**config.mk**
```make
export PLATFORM = sky130hd
export DESIGN_NAME = dio_grouped_port
export DESIGN_NICKNAME = d
export VERILOG_FILES = /design/src/rtl/dio_pkg.sv /design/src/rtl/dio_sync.sv /design/src/rtl/dio_edge_fsm.sv /design/src/rtl/dio_irq_bank.sv /design/src/rtl/dio_grouped_port.sv
export SDC_FILE = /design/constraint.sdc
export NUM_CORES = 1
export LEC_CHECK = 0
export BUFFER_PORTS_ARGS = -buffer_cell sky130_fd_sc_hd__buf_4
export CORE_MARGIN = 4
export CORE_UTILIZATION = 51
export CTS_BUF_LIST = sky130_fd_sc_hd__clkbuf_4 sky130_fd_sc_hd__clkbuf_8
export DETAILED_ROUTE_END_ITERATION = 10
export PLACE_DENSITY_LB_ADDON = 0.2
export SLEW_MARGIN = 40
export SYNTH_ARGS = -nofsm -noshare
export SYNTH_HDL_FRONTEND = slang
export SYNTH_HIERARCHICAL = 1
export SYNTH_SLANG_ARGS = --single-unit
```
**constraint.sdc**
```tcl
create_clock -name clk -period 4.25 [get_ports clk]
set_input_delay 1.275 -clock clk [delete_from_list [all_inputs] [get_ports clk]]
set_output_delay 1.275 -clock clk [all_outputs]
set_load 0.05 [all_outputs]
```
**src/rtl/dio_pkg.sv**
```systemverilog
package dio_pkg;
    localparam int PIN_COUNT    = 8;
    localparam int GROUP_SIZE   = 4;
    localparam int GROUP_COUNT  = PIN_COUNT / GROUP_SIZE;
    localparam int EDGE_PINS    = 4;
    localparam int REG_W        = 16;
    localparam int SYNC_STAGES  = 2;
    localparam int DIR_LSB      = 10;
    localparam int POL_BIT      = 8;
    localparam int POL_GROUP    = 1;
    localparam int EDGE_SEL_LSB = 12;
    localparam int IRQ_LSB      = 8;

    typedef enum logic [1:0] {
        ED_WAIT = 2'd0,
        ED_LOW  = 2'd1,
        ED_HIGH = 2'd2
    } edge_state_t;

    typedef enum logic [1:0] {
        SEL_CTRL   = 2'd0,
        SEL_MASK   = 2'd1,
        SEL_STATUS = 2'd2,
        SEL_NONE   = 2'd3
    } reg_sel_t;
endpackage

```
**src/rtl/dio_sync.sv**
```systemverilog
module dio_sync #(
    parameter int WIDTH  = 8,
    parameter int STAGES = 2
) (
    input  logic             clk,
    input  logic             rst_n,
    input  logic [WIDTH-1:0] din,
    output logic [WIDTH-1:0] dout,
    output logic             valid
);
    logic [WIDTH-1:0]  pipe [STAGES];
    logic [STAGES-1:0] fill;

    always_ff @(posedge clk or negedge rst_n) begin
        if (!rst_n) begin
            for (int k = 0; k < STAGES; k++) pipe[k] <= '0;
            fill <= '0;
        end else begin
            pipe[0] <= din;
            for (int k = 1; k < STAGES; k++) pipe[k] <= pipe[k-1];
            fill <= {fill[STAGES-2:0], 1'b1};
        end
    end

    assign dout  = pipe[STAGES-1];
    assign valid = fill[STAGES-1];
endmodule

```
**src/rtl/dio_edge_fsm.sv**
```systemverilog
module dio_edge_fsm
    import dio_pkg::*;
(
    input  logic clk,
    input  logic rst_n,
    input  logic level,
    input  logic level_valid,
    input  logic falling_sel,
    output logic edge_hit
);
    edge_state_t state, state_nxt;
    logic rise, fall;

    always_ff @(posedge clk or negedge rst_n) begin
        if (!rst_n) state <= ED_WAIT;
        else        state <= state_nxt;
    end

    always_comb begin
        state_nxt = state;
        unique case (state)
            ED_WAIT: if (level_valid) state_nxt = level ? ED_HIGH : ED_LOW;
            ED_LOW:  if (level)       state_nxt = ED_HIGH;
            ED_HIGH: if (!level)      state_nxt = ED_LOW;
            default:                  state_nxt = ED_WAIT;
        endcase
    end

    always_comb begin
        rise     = (state == ED_LOW)  &&  level;
        fall     = (state == ED_HIGH) && !level;
        edge_hit = falling_sel ? fall : rise;
    end
endmodule

```
**src/rtl/dio_irq_bank.sv**
```systemverilog
module dio_irq_bank #(
    parameter int N = 4
) (
    input  logic         clk,
    input  logic         rst_n,
    input  logic         mask_wr,
    input  logic         stat_wr,
    input  logic [N-1:0] wbits,
    input  logic [N-1:0] set_pulse,
    output logic [N-1:0] mask,
    output logic [N-1:0] status,
    output logic         irq
);
    logic [N-1:0] clr_bits;

    assign clr_bits = stat_wr ? wbits : '0;

    always_ff @(posedge clk or negedge rst_n) begin
        if (!rst_n) begin
            mask   <= '0;
            status <= '0;
        end else begin
            if (mask_wr) mask <= wbits;
            status <= (status & ~clr_bits) | set_pulse;
        end
    end

    assign irq = |(status & mask);
endmodule

```
**src/rtl/dio_grouped_port.sv**
```systemverilog
module dio_grouped_port
    import dio_pkg::*;
(
    input  logic                 clk,
    input  logic                 rst_n,
    input  logic                 reg_wr,
    input  logic [1:0]           reg_sel,
    input  logic [REG_W-1:0]     reg_wdata,
    output logic [REG_W-1:0]     reg_rdata,
    input  logic [PIN_COUNT-1:0] pin_in,
    output logic [PIN_COUNT-1:0] pin_out,
    output logic [PIN_COUNT-1:0] pin_oe,
    output logic                 irq
);
    localparam int SPARE_BIT = DIR_LSB - 1;

    reg_sel_t                 sel_e;
    logic [PIN_COUNT-1:0]     out_data;
    logic                     hi_inv;
    logic [GROUP_COUNT-1:0]   grp_out;
    logic [EDGE_PINS-1:0]     edge_fall;
    logic [PIN_COUNT-1:0]     sync_lvl;
    logic                     sync_ok;
    logic [PIN_COUNT-1:0]     pin_level;
    logic [EDGE_PINS-1:0]     edge_hit;
    logic [EDGE_PINS-1:0]     irq_mask;
    logic [EDGE_PINS-1:0]     irq_status;
    logic                     ctrl_wr, mask_wr, wr_status;
    logic                     unused_spare;

    assign sel_e        = reg_sel_t'(reg_sel);
    assign ctrl_wr      = reg_wr && (sel_e == SEL_CTRL);
    assign mask_wr      = reg_wr && (sel_e == SEL_MASK);
    assign wr_status    = reg_wr && (sel_e == SEL_STATUS);
    assign unused_spare = reg_wdata[SPARE_BIT];

    always_ff @(posedge clk or negedge rst_n) begin
        if (!rst_n) begin
            out_data  <= '0;
            hi_inv    <= 1'b0;
            grp_out   <= '0;
            edge_fall <= '0;
        end else if (ctrl_wr) begin
            out_data  <= reg_wdata[PIN_COUNT-1:0];
            hi_inv    <= reg_wdata[POL_BIT];
            grp_out   <= reg_wdata[DIR_LSB +: GROUP_COUNT];
            edge_fall <= reg_wdata[EDGE_SEL_LSB +: EDGE_PINS];
        end
    end

    dio_sync #(.WIDTH(PIN_COUNT), .STAGES(SYNC_STAGES)) u_sync (
        .clk   (clk),
        .rst_n (rst_n),
        .din   (pin_in),
        .dout  (sync_lvl),
        .valid (sync_ok)
    );

    for (genvar g = 0; g < GROUP_COUNT; g++) begin : g_bank
        logic [GROUP_SIZE-1:0] inv_vec;
        if (g == POL_GROUP) begin : g_pol
            assign inv_vec = {GROUP_SIZE{hi_inv}};
        end else begin : g_plain
            assign inv_vec = '0;
        end
        assign pin_oe[g*GROUP_SIZE +: GROUP_SIZE]  = {GROUP_SIZE{grp_out[g]}};
        assign pin_out[g*GROUP_SIZE +: GROUP_SIZE] =
            out_data[g*GROUP_SIZE +: GROUP_SIZE] ^ inv_vec;
        assign pin_level[g*GROUP_SIZE +: GROUP_SIZE] = grp_out[g]
            ? out_data[g*GROUP_SIZE +: GROUP_SIZE]
            : (sync_lvl[g*GROUP_SIZE +: GROUP_SIZE] ^ inv_vec);
    end

    for (genvar i = 0; i < EDGE_PINS; i++) begin : g_edge
        dio_edge_fsm u_fsm (
            .clk         (clk),
            .rst_n       (rst_n),
            .level       (sync_lvl[i]),
            .level_valid (sync_ok),
            .falling_sel (edge_fall[i]),
            .edge_hit    (edge_hit[i])
        );
    end

    dio_irq_bank #(.N(EDGE_PINS)) u_irq (
        .clk       (clk),
        .rst_n     (rst_n),
        .mask_wr   (mask_wr),
        .stat_wr   (wr_status),
        .wbits     (reg_wdata[IRQ_LSB +: EDGE_PINS]),
        .set_pulse (edge_hit),
        .mask      (irq_mask),
        .status    (irq_status),
        .irq       (irq)
    );

    always_comb begin
        reg_rdata = '0;
        unique case (sel_e)
            SEL_CTRL: begin
                reg_rdata[PIN_COUNT-1:0]                = pin_level;
                reg_rdata[POL_BIT]                      = hi_inv;
                reg_rdata[DIR_LSB +: GROUP_COUNT]       = grp_out;
                reg_rdata[EDGE_SEL_LSB +: EDGE_PINS]    = edge_fall;
            end
            SEL_MASK:   reg_rdata[IRQ_LSB +: EDGE_PINS] = irq_mask;
            SEL_STATUS: reg_rdata[IRQ_LSB +: EDGE_PINS] = irq_status;
            default:    reg_rdata = '0;
        endcase
    end
endmodule

```
==> flow_summary_export.csv, run 1 <==
group,metric,value,unit
timing,tightest_slew,0.593,ns
final_layout,final_cell_mix,"buf_4, dfrtp_1, nand2_1",
clock_tree,worstSkewPairLatency,0.29,ns
clock_tree,cts_tree,"yes",
final_layout,drive_gt1_frac,0.383,
logic_synthesis,yosys.area_share.simple,0.148,
drt,dr_wl_met2,2.24,mm
die,core-area,4320,um2
logic_synthesis,synth_top_family_by_area,"simple AND/OR/NAND/NOR gates",
clock_tree,clock_sinks,49,
timing,slew_headroom,0.605,
timing,max_freq,259,MHz
drt,drt_iter0_markers,62,
drt,vias,1477,
logic_synthesis,synth.area.mux_share,0.128,
drt,wirelength_met1,1.77,mm
final_layout,antenna_cells,0,
drt,routedWlPerCell,15.9,um
global_route,antenna_found_initial,0,
worst_setup_path,end_kind,"output pin",
global_route,grt_overflow,0,
die,fp.dieH,74.7,um
logic_synthesis,avgSynthCellArea,12.9,um2
clock_tree,h-tree-depth,2,
logic_synthesis,synth-xor-area-share,0.0308,
die,die-area,5590,um2
place,io_buffer_count,61,
global_route,grt_pass1_wl,7.09,mm
clock_tree,post_cts_buffers,0,
die,row_count,24,
clock_tree,cts_root_buf,"clkbuf_8",
worst_setup_path,cp_data_required_time,2.97,ns
worst_setup_path,worstPathMaxFanout,16,
logic_synthesis,async_flop_share,1.00,
logic_synthesis,synth_area,2270,um2
timing,final-setup-viol-count,0,
timing,post-route-period-util,0.908,
global_route,grt_pass1_vias,1538,
worst_setup_path,critical_path_class,"in -> out",
place,place_congestion,0.806,
final_layout,final_util,0.629,
logic_synthesis,synth.distinct_cells,27,
clock_tree,cts_buffers,5,
logic_synthesis,ys_warn_count,6,
timing,drv_slew,0,
run,max_cap_viol_count,0,
timing,finClkSkew,0.00514,ns
final_layout,final_nets,254,
timing,fin_setup_tns,0,ns
worst_setup_path,startpoint_type,"input port",
global_route,grt_use_total,0.169,
status,outcome,"completed",
timing,rsz0062_at_grt,"false",
logic_synthesis,syn_inst,176,
clock_tree,clkTransAtPathRegs,0.08,ns
pwr,irDropWorstVdd,0.365,mV
clock_tree,ctsResizeCount,0,
global_route,grt_max_degree,50,
drt,drc,0,
place,hpwl,3.21,mm
die,ios,62,
die,die_x,74.7,um
logic_synthesis,synthAdderAreaFrac,0.0220,
logic_synthesis,synth-compound-area-share,0.0540,
clock_tree,clockBufferDepth,2,
worst_setup_path,crit_arrival,2.59,ns
drt,dr.pass1.iters,4,
drt,ant_nets,0,
logic_synthesis,synth-edff-count,0,
drt,wl_met3,305,um
logic_synthesis,synthFlopType,"dfrtp_1",
pwr,power.density,485,nW/um2
logic_synthesis,yosysSeqAreaShare,0.540,
final_layout,syn_to_final_growth,19.8,%
drt,top_layer,"met4",
min_path,hold_path_class,"reg -> reg",
drt,via_per_inst,5.39,
timing,period_needed,3.86,ns
logic_synthesis,synth_nets,209,
die,start_util,0.525,
timing,hold_viol,0,
logic_synthesis,synth-seq-cells,49,
clock_tree,hold_buffers,0,
pwr,p_leak,1.38,nW
drt,routed_wl,4.36,mm
final_layout,layout_commonest_cell,"buf_4",
==> final timing paths <==
kind | from | to | slack (ns) | cells after the start
worst max-delay path | reg_sel[0] | reg_rdata[11] | 0.39 | 6
worst min-delay path | u_sync/pipe[8] | u_sync/dout[0] | 0.35 | 0
worst max register to register | g_edge[3].u_fsm/state[0] | g_edge[3].u_fsm/state[1] | 3.16 | 2
worst min register to register | u_sync/pipe[8] | u_sync/dout[0] | 0.35 | 0
max in group asynchronous | rst_n | g_edge[3].u_fsm/state[0] | 2.87 | 1
min in group asynchronous | rst_n | out_data[7] | 0.97 | 1
==> layout make-up <==
class / instances / area (um2)
Sequential cell: 49 / 1230
Timing Repair Buffer: 61 / 458
Multi-Input combinational cell: 102 / 873
Clock inverter: 2 / 15.0
Clock buffer: 6 / 76.3
Fill cell: 368 / 1600
Inverter: 2 / 7.51
Tap cell: 52 / 65.1
==> cells in the mapped netlist, types with 5 or more instances <==
cell type | n | area [um2]
buf_4 | 18 | 135
mux2_2 | 5 | 56.3
and2_1 | 6 | 37.5
nor2b_1 | 5 | 31.3
mux2_4 | 10 | 150
dfrtp_1 | 49 | 1230
nand2_1 | 13 | 48.8
nand4bb_1 | 8 | 90.1
xor2_1 | 8 | 70.1
==> flip-flops by register name, indices dropped and copies added (netlist names), 2 cells and up <==
name                flops
edge_fall               4
g_edge.u_fsm/state      8
grp_out                 2
out_data                8
u_irq/mask              4
u_irq/status            4
u_sync/dout             8
u_sync/fill             2
u_sync/pipe             8
==> cell families (layout without fill, tap and decap cells) <==
group                    Yosys count  count (layout)
AO/OA/AOI/OAI                     14              14
buffers and inverters             25              71
other                              1               1
XOR/XNOR                           8               8
adder cells (fa/ha/maj)            4               4
multiplexers                      23              23
AND/OR/NAND/NOR                   52              52
flip-flops                        49              49
==> where the power goes <==
part	switching, W	internal (W)
registers	0.0000698	0.000528
clock network	0.000146	0.000122
logic	0.000281	0.000175
total	0.000496	0.000825
==> layer usage <==
| layer | vias up | global-route usage |
|---|---|---|
| met5 | - | 0 |
| met4 | 0 | 0.0613 |
| met3 | 4 | 0.0494 |
| met2 | 65 | 0.286 |
| met1 | 730 | 0.206 |
| li1 | 678 | - |
==> critical path: stages <==
cell and delay (ns):
buf_4 0.12, inv_1 0.07, ha_1 0.53, a222oi_1 0.23
nor2_1 0.14, buf_4 0.21
==> through the flow <==
stage	cells	power [W]	worst slack [ns]	instance area (um2)	hold slack, ns
after floorplan	176	0.000945	0.486	2270	0.331
after global placement	266	0.00105	0.487	2630	0.332
after detailed placement	266	0.00107	0.391	2630	0.335
after CTS	274	0.00134	0.366	2720	0.356
after global routing	274	0.00139	0.218	2720	0.357
final	274	0.00132	0.390	2720	0.354
No activity file was read; power rests on OpenSTA's default activity.
==> run 2, diff against run 1 <==
==> constraint.sdc (replaced) <==
create_clock -name clk -period 4.25 [get_ports clk]
set_input_delay 0.6375 -clock clk [delete_from_list [all_inputs] [get_ports clk]]
set_output_delay 0.6375 -clock clk [all_outputs]
set_load 0.05 [all_outputs]
==> run 2 against run 1 <==
  * Die area unchanged
  * Largest cell class unchanged
  * Sequential cell count unchanged
  * Clock skew down 0.0023 ns
  * Critical path type unchanged
  * Power up 1.6%
  * Via count down 2.2%
  * Setup slack better by 1.3 ns
  * Non-clock buffer count unchanged
  * Critical path depth unchanged
  * Sequential share of layout area down 0.17 points
  * First-iteration DRC count down 4.8%
==> flow_summary_export.csv, run 2 (same netlist as run 1, synthesis figures left out) <==
group,metric,value,unit
status,outcome,"completed",
global_route,grt_pass1_wl,6.90,mm
drt,routedWlPerCell,15.9,um
drt,drc,0,
place,hpwl,3.20,mm
timing,slew_headroom,0.599,
clock_tree,post_cts_buffers,0,
timing,finClkSkew,0.00283,ns
drt,dr.pass1.iters,6,
global_route,grt_overflow,0,
timing,final-setup-viol-count,0,
drt,ant_nets,0,
timing,tightest_slew,0.601,ns
clock_tree,hold_buffers,0,
clock_tree,clkTransAtPathRegs,0.08,ns
clock_tree,ctsResizeCount,0,
clock_tree,clockBufferDepth,2,
timing,setup_slack,1.67,ns
place,io_buffer_count,61,
worst_setup_path,critPathMaxStageDelay,0.52,ns
drt,via_per_inst,5.27,
place,place_area,2630,um2
pwr,irDropWorstVdd,0.311,mV
worst_setup_path,critical_path_class,"in -> out",
die,die-area,5590,um2
final_layout,drive_gt1_frac,0.383,
die,row_count,24,
final_layout,final_nets,254,
final_layout,final_util,0.632,
final_layout,layout_commonest_cell,"buf_4",
worst_setup_path,worstPathMaxFanout,16,
worst_setup_path,path_buf_inv,3,
clock_tree,cts_buffers,5,
global_route,grt_max_degree,50,
drt,drt_iter0_markers,59,
final_layout,final_cell_mix,"buf_4, dfrtp_1, nand2_1",
timing,period_needed,2.58,ns
pwr,power.density,491,nW/um2
worst_setup_path,crit_arrival,1.94,ns
timing,hold_viol,0,
worst_setup_path,path_common_cell,"buf_4",
place,post-place-ws,1.67,ns
final_layout,antenna_cells,0,
final_layout,final_cell_area,2730,um2
pwr,p_leak,1.40,nW
worst_setup_path,cp_data_required_time,3.61,ns
timing,post-route-period-util,0.607,
clock_tree,cts_tree,"yes",
worst_setup_path,startpoint_type,"input port",
clock_tree,clock_sinks,49,
worst_setup_path,crit_chain,"buf_4 -> inv_1 -> ha_1 -> a222oi_1 -> nor2_1 -> buf_4",
min_path,hold_path_class,"in -> async",
timing,rsz0062_at_grt,"false",
die,ios,62,
global_route,antenna_found_initial,0,
clock_tree,h-tree-depth,2,
timing,drv_slew,0,
die,fp.dieH,74.7,um
worst_setup_path,end_kind,"output pin",
worst_setup_path,cp_top_family,"adder cells",
timing,fin_setup_tns,0,ns
die,die_x,74.7,um
worst_setup_path,worst_path_max_delay_cell,"ha_1",
drt,routed_wl,4.35,mm
place,place_congestion,0.858,
drt,vias,1444,
run,max_cap_viol_count,0,
die,core-area,4320,um2
clock_tree,worstSkewPairLatency,0.29,ns
die,start_util,0.525,
clock_tree,cts_root_buf,"clkbuf_8",
final_layout,syn_to_final_growth,20.2,%
global_route,grt_use_total,0.166,
global_route,grt_pass1_vias,1498,
timing,max_freq,388,MHz
==> run 2: cell type report <==
type / count / area (um2)
fill: 365 / 1590
sequential: 49 / 1230
multi-input combinational: 102 / 873
timing repair buffer: 61 / 458
clock buffer: 7 / 96.3
tap: 52 / 65.1
inverter: 2 / 7.51
clock inverter: 1 / 5.00
==> run 2: stage by stage <==
step	cells	total power (W)	hold WS (ns)
2_1_floorplan	176	0.000945	0.331
4_1_cts	274	0.00136	0.355
3_3_place_gp	266	0.00105	0.333
5_1_grt	274	0.00141	0.359
6_report	274	0.00134	0.349
3_5_place_dp	266	0.00107	0.335
==> run 2: path summary, 6_finish.rpt <==
check | start | to | slack [ns] | cells after the start
max | reg_sel[0] | reg_rdata[8] | 1.67 | 6
min | rst_n | grp_out[1] | 0.35 | 1
max reg2reg | g_edge[1].u_fsm/state[0] | g_edge[1].u_fsm/state[1] | 3.17 | 2
min reg2reg | u_sync/pipe[8] | u_sync/dout[0] | 0.35 | 0
max in group asynchronous | rst_n | g_edge[2].u_fsm/state[1] | 3.50 | 1
min in group clk | u_sync/pipe[8] | u_sync/dout[0] | 0.35 | 0
==> run 2: metal layers <==
metal  part of all wire  global-route usage  vias up
met4             0.0097              0.0652        0
li1                   -                   -      680
met3              0.064              0.0454        4
met2               0.51               0.268       53
met5                  0                   0        -
met1               0.41               0.213      707
==> run 2: where the power goes <==
part	switching (W)	internal [W]	total, W
Combinational	0.000281	0.000175	0.000456
Clock	0.000143	0.000147	0.000290
Sequential	0.0000688	0.000528	0.000597
Total	0.000492	0.000850	0.00134
==> run 3, diff against run 2 <==
CORE_UTILIZATION = 49   (was 51)
clock period = 2.2 ns   (was 4.25 ns; I/O delays follow)
==> run 3 against run 2 <==
  * Via count fell by 0.83%
  * Critical endpoint is now reg_rdata[11]
  * Clock skew rose by 0.0033 ns
  * Clock power rose by 80%
  * Clock-buffer cell count fell by 1
  * First-iteration DRC count rose by 12%
==> flow_summary_export.csv, run 3 (same netlist as run 1, synthesis figures left out) <==
group,metric,value,unit
clock_tree,ctsResizeCount,0,
worst_setup_path,end_kind,"output pin",
timing,finClkSkew,0.00617,ns
run,max_cap_viol_count,0,
final_layout,drive_gt1_frac,0.386,
worst_setup_path,cp_data_required_time,1.87,ns
pwr,p_int,0.00159,W
final_layout,instances_no_fill,275,
drt,vias,1432,
drt,routed_wl,4.28,mm
die,core-area,4410,um2
pwr,p_comb_frac,0.344,
worst_setup_path,rr_worst_depth,2,
timing,slew_headroom,0.604,
timing,drv_slew,0,
clock_tree,cts_root_buf,"clkbuf_8",
die,row_count,24,
pwr,seq_power_share,0.452,
pwr,power.density,936,nW/um2
global_route,grt_overflow,0,
worst_setup_path,startpoint_type,"flip-flop",
clock_tree,cts_buffers,5,
pwr,finalPower,0.00255,W
global_route,grt_max_degree,50,
place,place_area,2640,um2
pwr,p_leak,1.39,nW
global_route,antenna_found_initial,0,
timing,rsz0062_at_grt,"false",
place,io_buffer_count,61,
timing,final-setup-viol-count,0,
final_layout,final_nets,255,
final_layout,antenna_cells,0,
global_route,grt_pass1_wl,7.10,mm
die,die_x,76.1,um
drt,drc,0,
clock_tree,clkTransAtPathRegs,0.09,ns
drt,routedWlPerCell,15.6,um
clock_tree,h-tree-depth,2,
drt,drt_iter0_markers,66,
die,start_util,0.515,
final_layout,nFillCells,360,
worst_setup_path,crit_arrival,1.53,ns
worst_setup_path,worstPathMaxFanout,14,
die,fp.dieH,76.1,um
status,outcome,"completed",
global_route,grt_use_total,0.149,
drt,via_per_inst,5.21,
place,dp_cells,267,
timing,hold_viol,0,
place,hpwl,3.14,mm
pwr,p_sw,0.000960,W
place,place_congestion,0.773,
final_layout,syn_to_final_growth,20.1,%
final_layout,final_cell_mix,"buf_4, dfrtp_1, nand2_1",
timing,post-route-period-util,0.846,
clock_tree,clock_sinks,49,
clock_tree,cts_tree,"yes",
final_layout,final_cell_area,2730,um2
pwr,switching_share,0.376,
worst_setup_path,crit_start,"grp_out[1]",
timing,tightest_slew,0.594,ns
pwr,clkPwrFrac,0.204,
global_route,grt_pass1_vias,1477,
drt,ant_nets,0,
final_layout,final_util,0.618,
worst_setup_path,r2r_start,"g_edge[1].u_fsm/state[0]",
worst_setup_path,critical_path_class,"reg -> out",
pwr,irDropWorstVdd,0.522,mV
drt,dr.pass1.iters,4,
die,ios,62,
clock_tree,hold_buffers,0,
clock_tree,post_cts_buffers,0,
worst_setup_path,r2r_setup_slack,1.11,ns
timing,max_freq,537,MHz
die,die-area,5790,um2
timing,fin_setup_tns,0,ns
worst_setup_path,critPathCapture,"reg_rdata[11]",
final_layout,layout_commonest_cell,"buf_4",
worst_setup_path,reg2reg_to,"g_edge[1].u_fsm/state[1]",
clock_tree,clockBufferDepth,2,
min_path,hold_path_class,"in -> async",
timing,period_needed,1.86,ns
clock_tree,worstSkewPairLatency,0.30,ns
-- run 3: critical path: stages (launching register included) --
cell and delay (ns):
dfrtp_1 0.54, a222oi_1 0.42, nor2_1 0.08, buf_4 0.20
-- run 3: worst min path at each step --
stage	from	endpoint	slack, ns	cells after the start
global route	rst_n	u_sync/fill[0]	0.07	1
finish	rst_n	u_sync/pipe[9]	0.03	1
CTS	rst_n	u_sync/fill[0]	0.05	1
floorplan	rst_n	edge_fall[0]	0.03	0
detailed placement	u_sync/pipe[8]	u_sync/dout[0]	0.34	0
global placement	u_sync/pipe[12]	u_sync/dout[4]	0.33	0
-- run 3: layout make-up --
class,instances,area [um2],area share
clock inverters,2,15.0,0.00550
repair buffers,62,465,0.171
multi-input cells,102,873,0.320
inverters,2,7.51,0.00275
well taps,52,65.1,0.0238
flip-flops and latches,49,1230,0.449
clock buffers,6,76.3,0.0280
-- run 3: per-layer routing --
layer | track usage | up-vias | wire [um]
li1 | - | 680 | -
met1 | 0.190 | 703 | 1900
met2 | 0.242 | 44 | 2090
met3 | 0.0449 | 5 | 248
met4 | 0.0472 | 0 | 41
met5 | 0 | - | 0
-- run 3: power by group through the flow --
stage | clock (W) | sequential (W) | combinational [W]
floorplan | 0 | 0.00113 | 0.000697
global route | 0.000590 | 0.00117 | 0.000922
detailed placement | 0 | 0.00117 | 0.000886
finish | 0.000522 | 0.00115 | 0.000878
global placement | 0 | 0.00116 | 0.000874
CTS | 0.000543 | 0.00115 | 0.000887
-- run 3: per-stage QoR --
step / hold WS [ns] / worst slack (ns)
final: 0.0267 / 0.339
after detailed placement: 0.336 / 0.312
after global routing: 0.0739 / 0.217
after global placement: 0.332 / 0.383
after floorplan: 0.0344 / 0.0823
after CTS: 0.0468 / 0.326
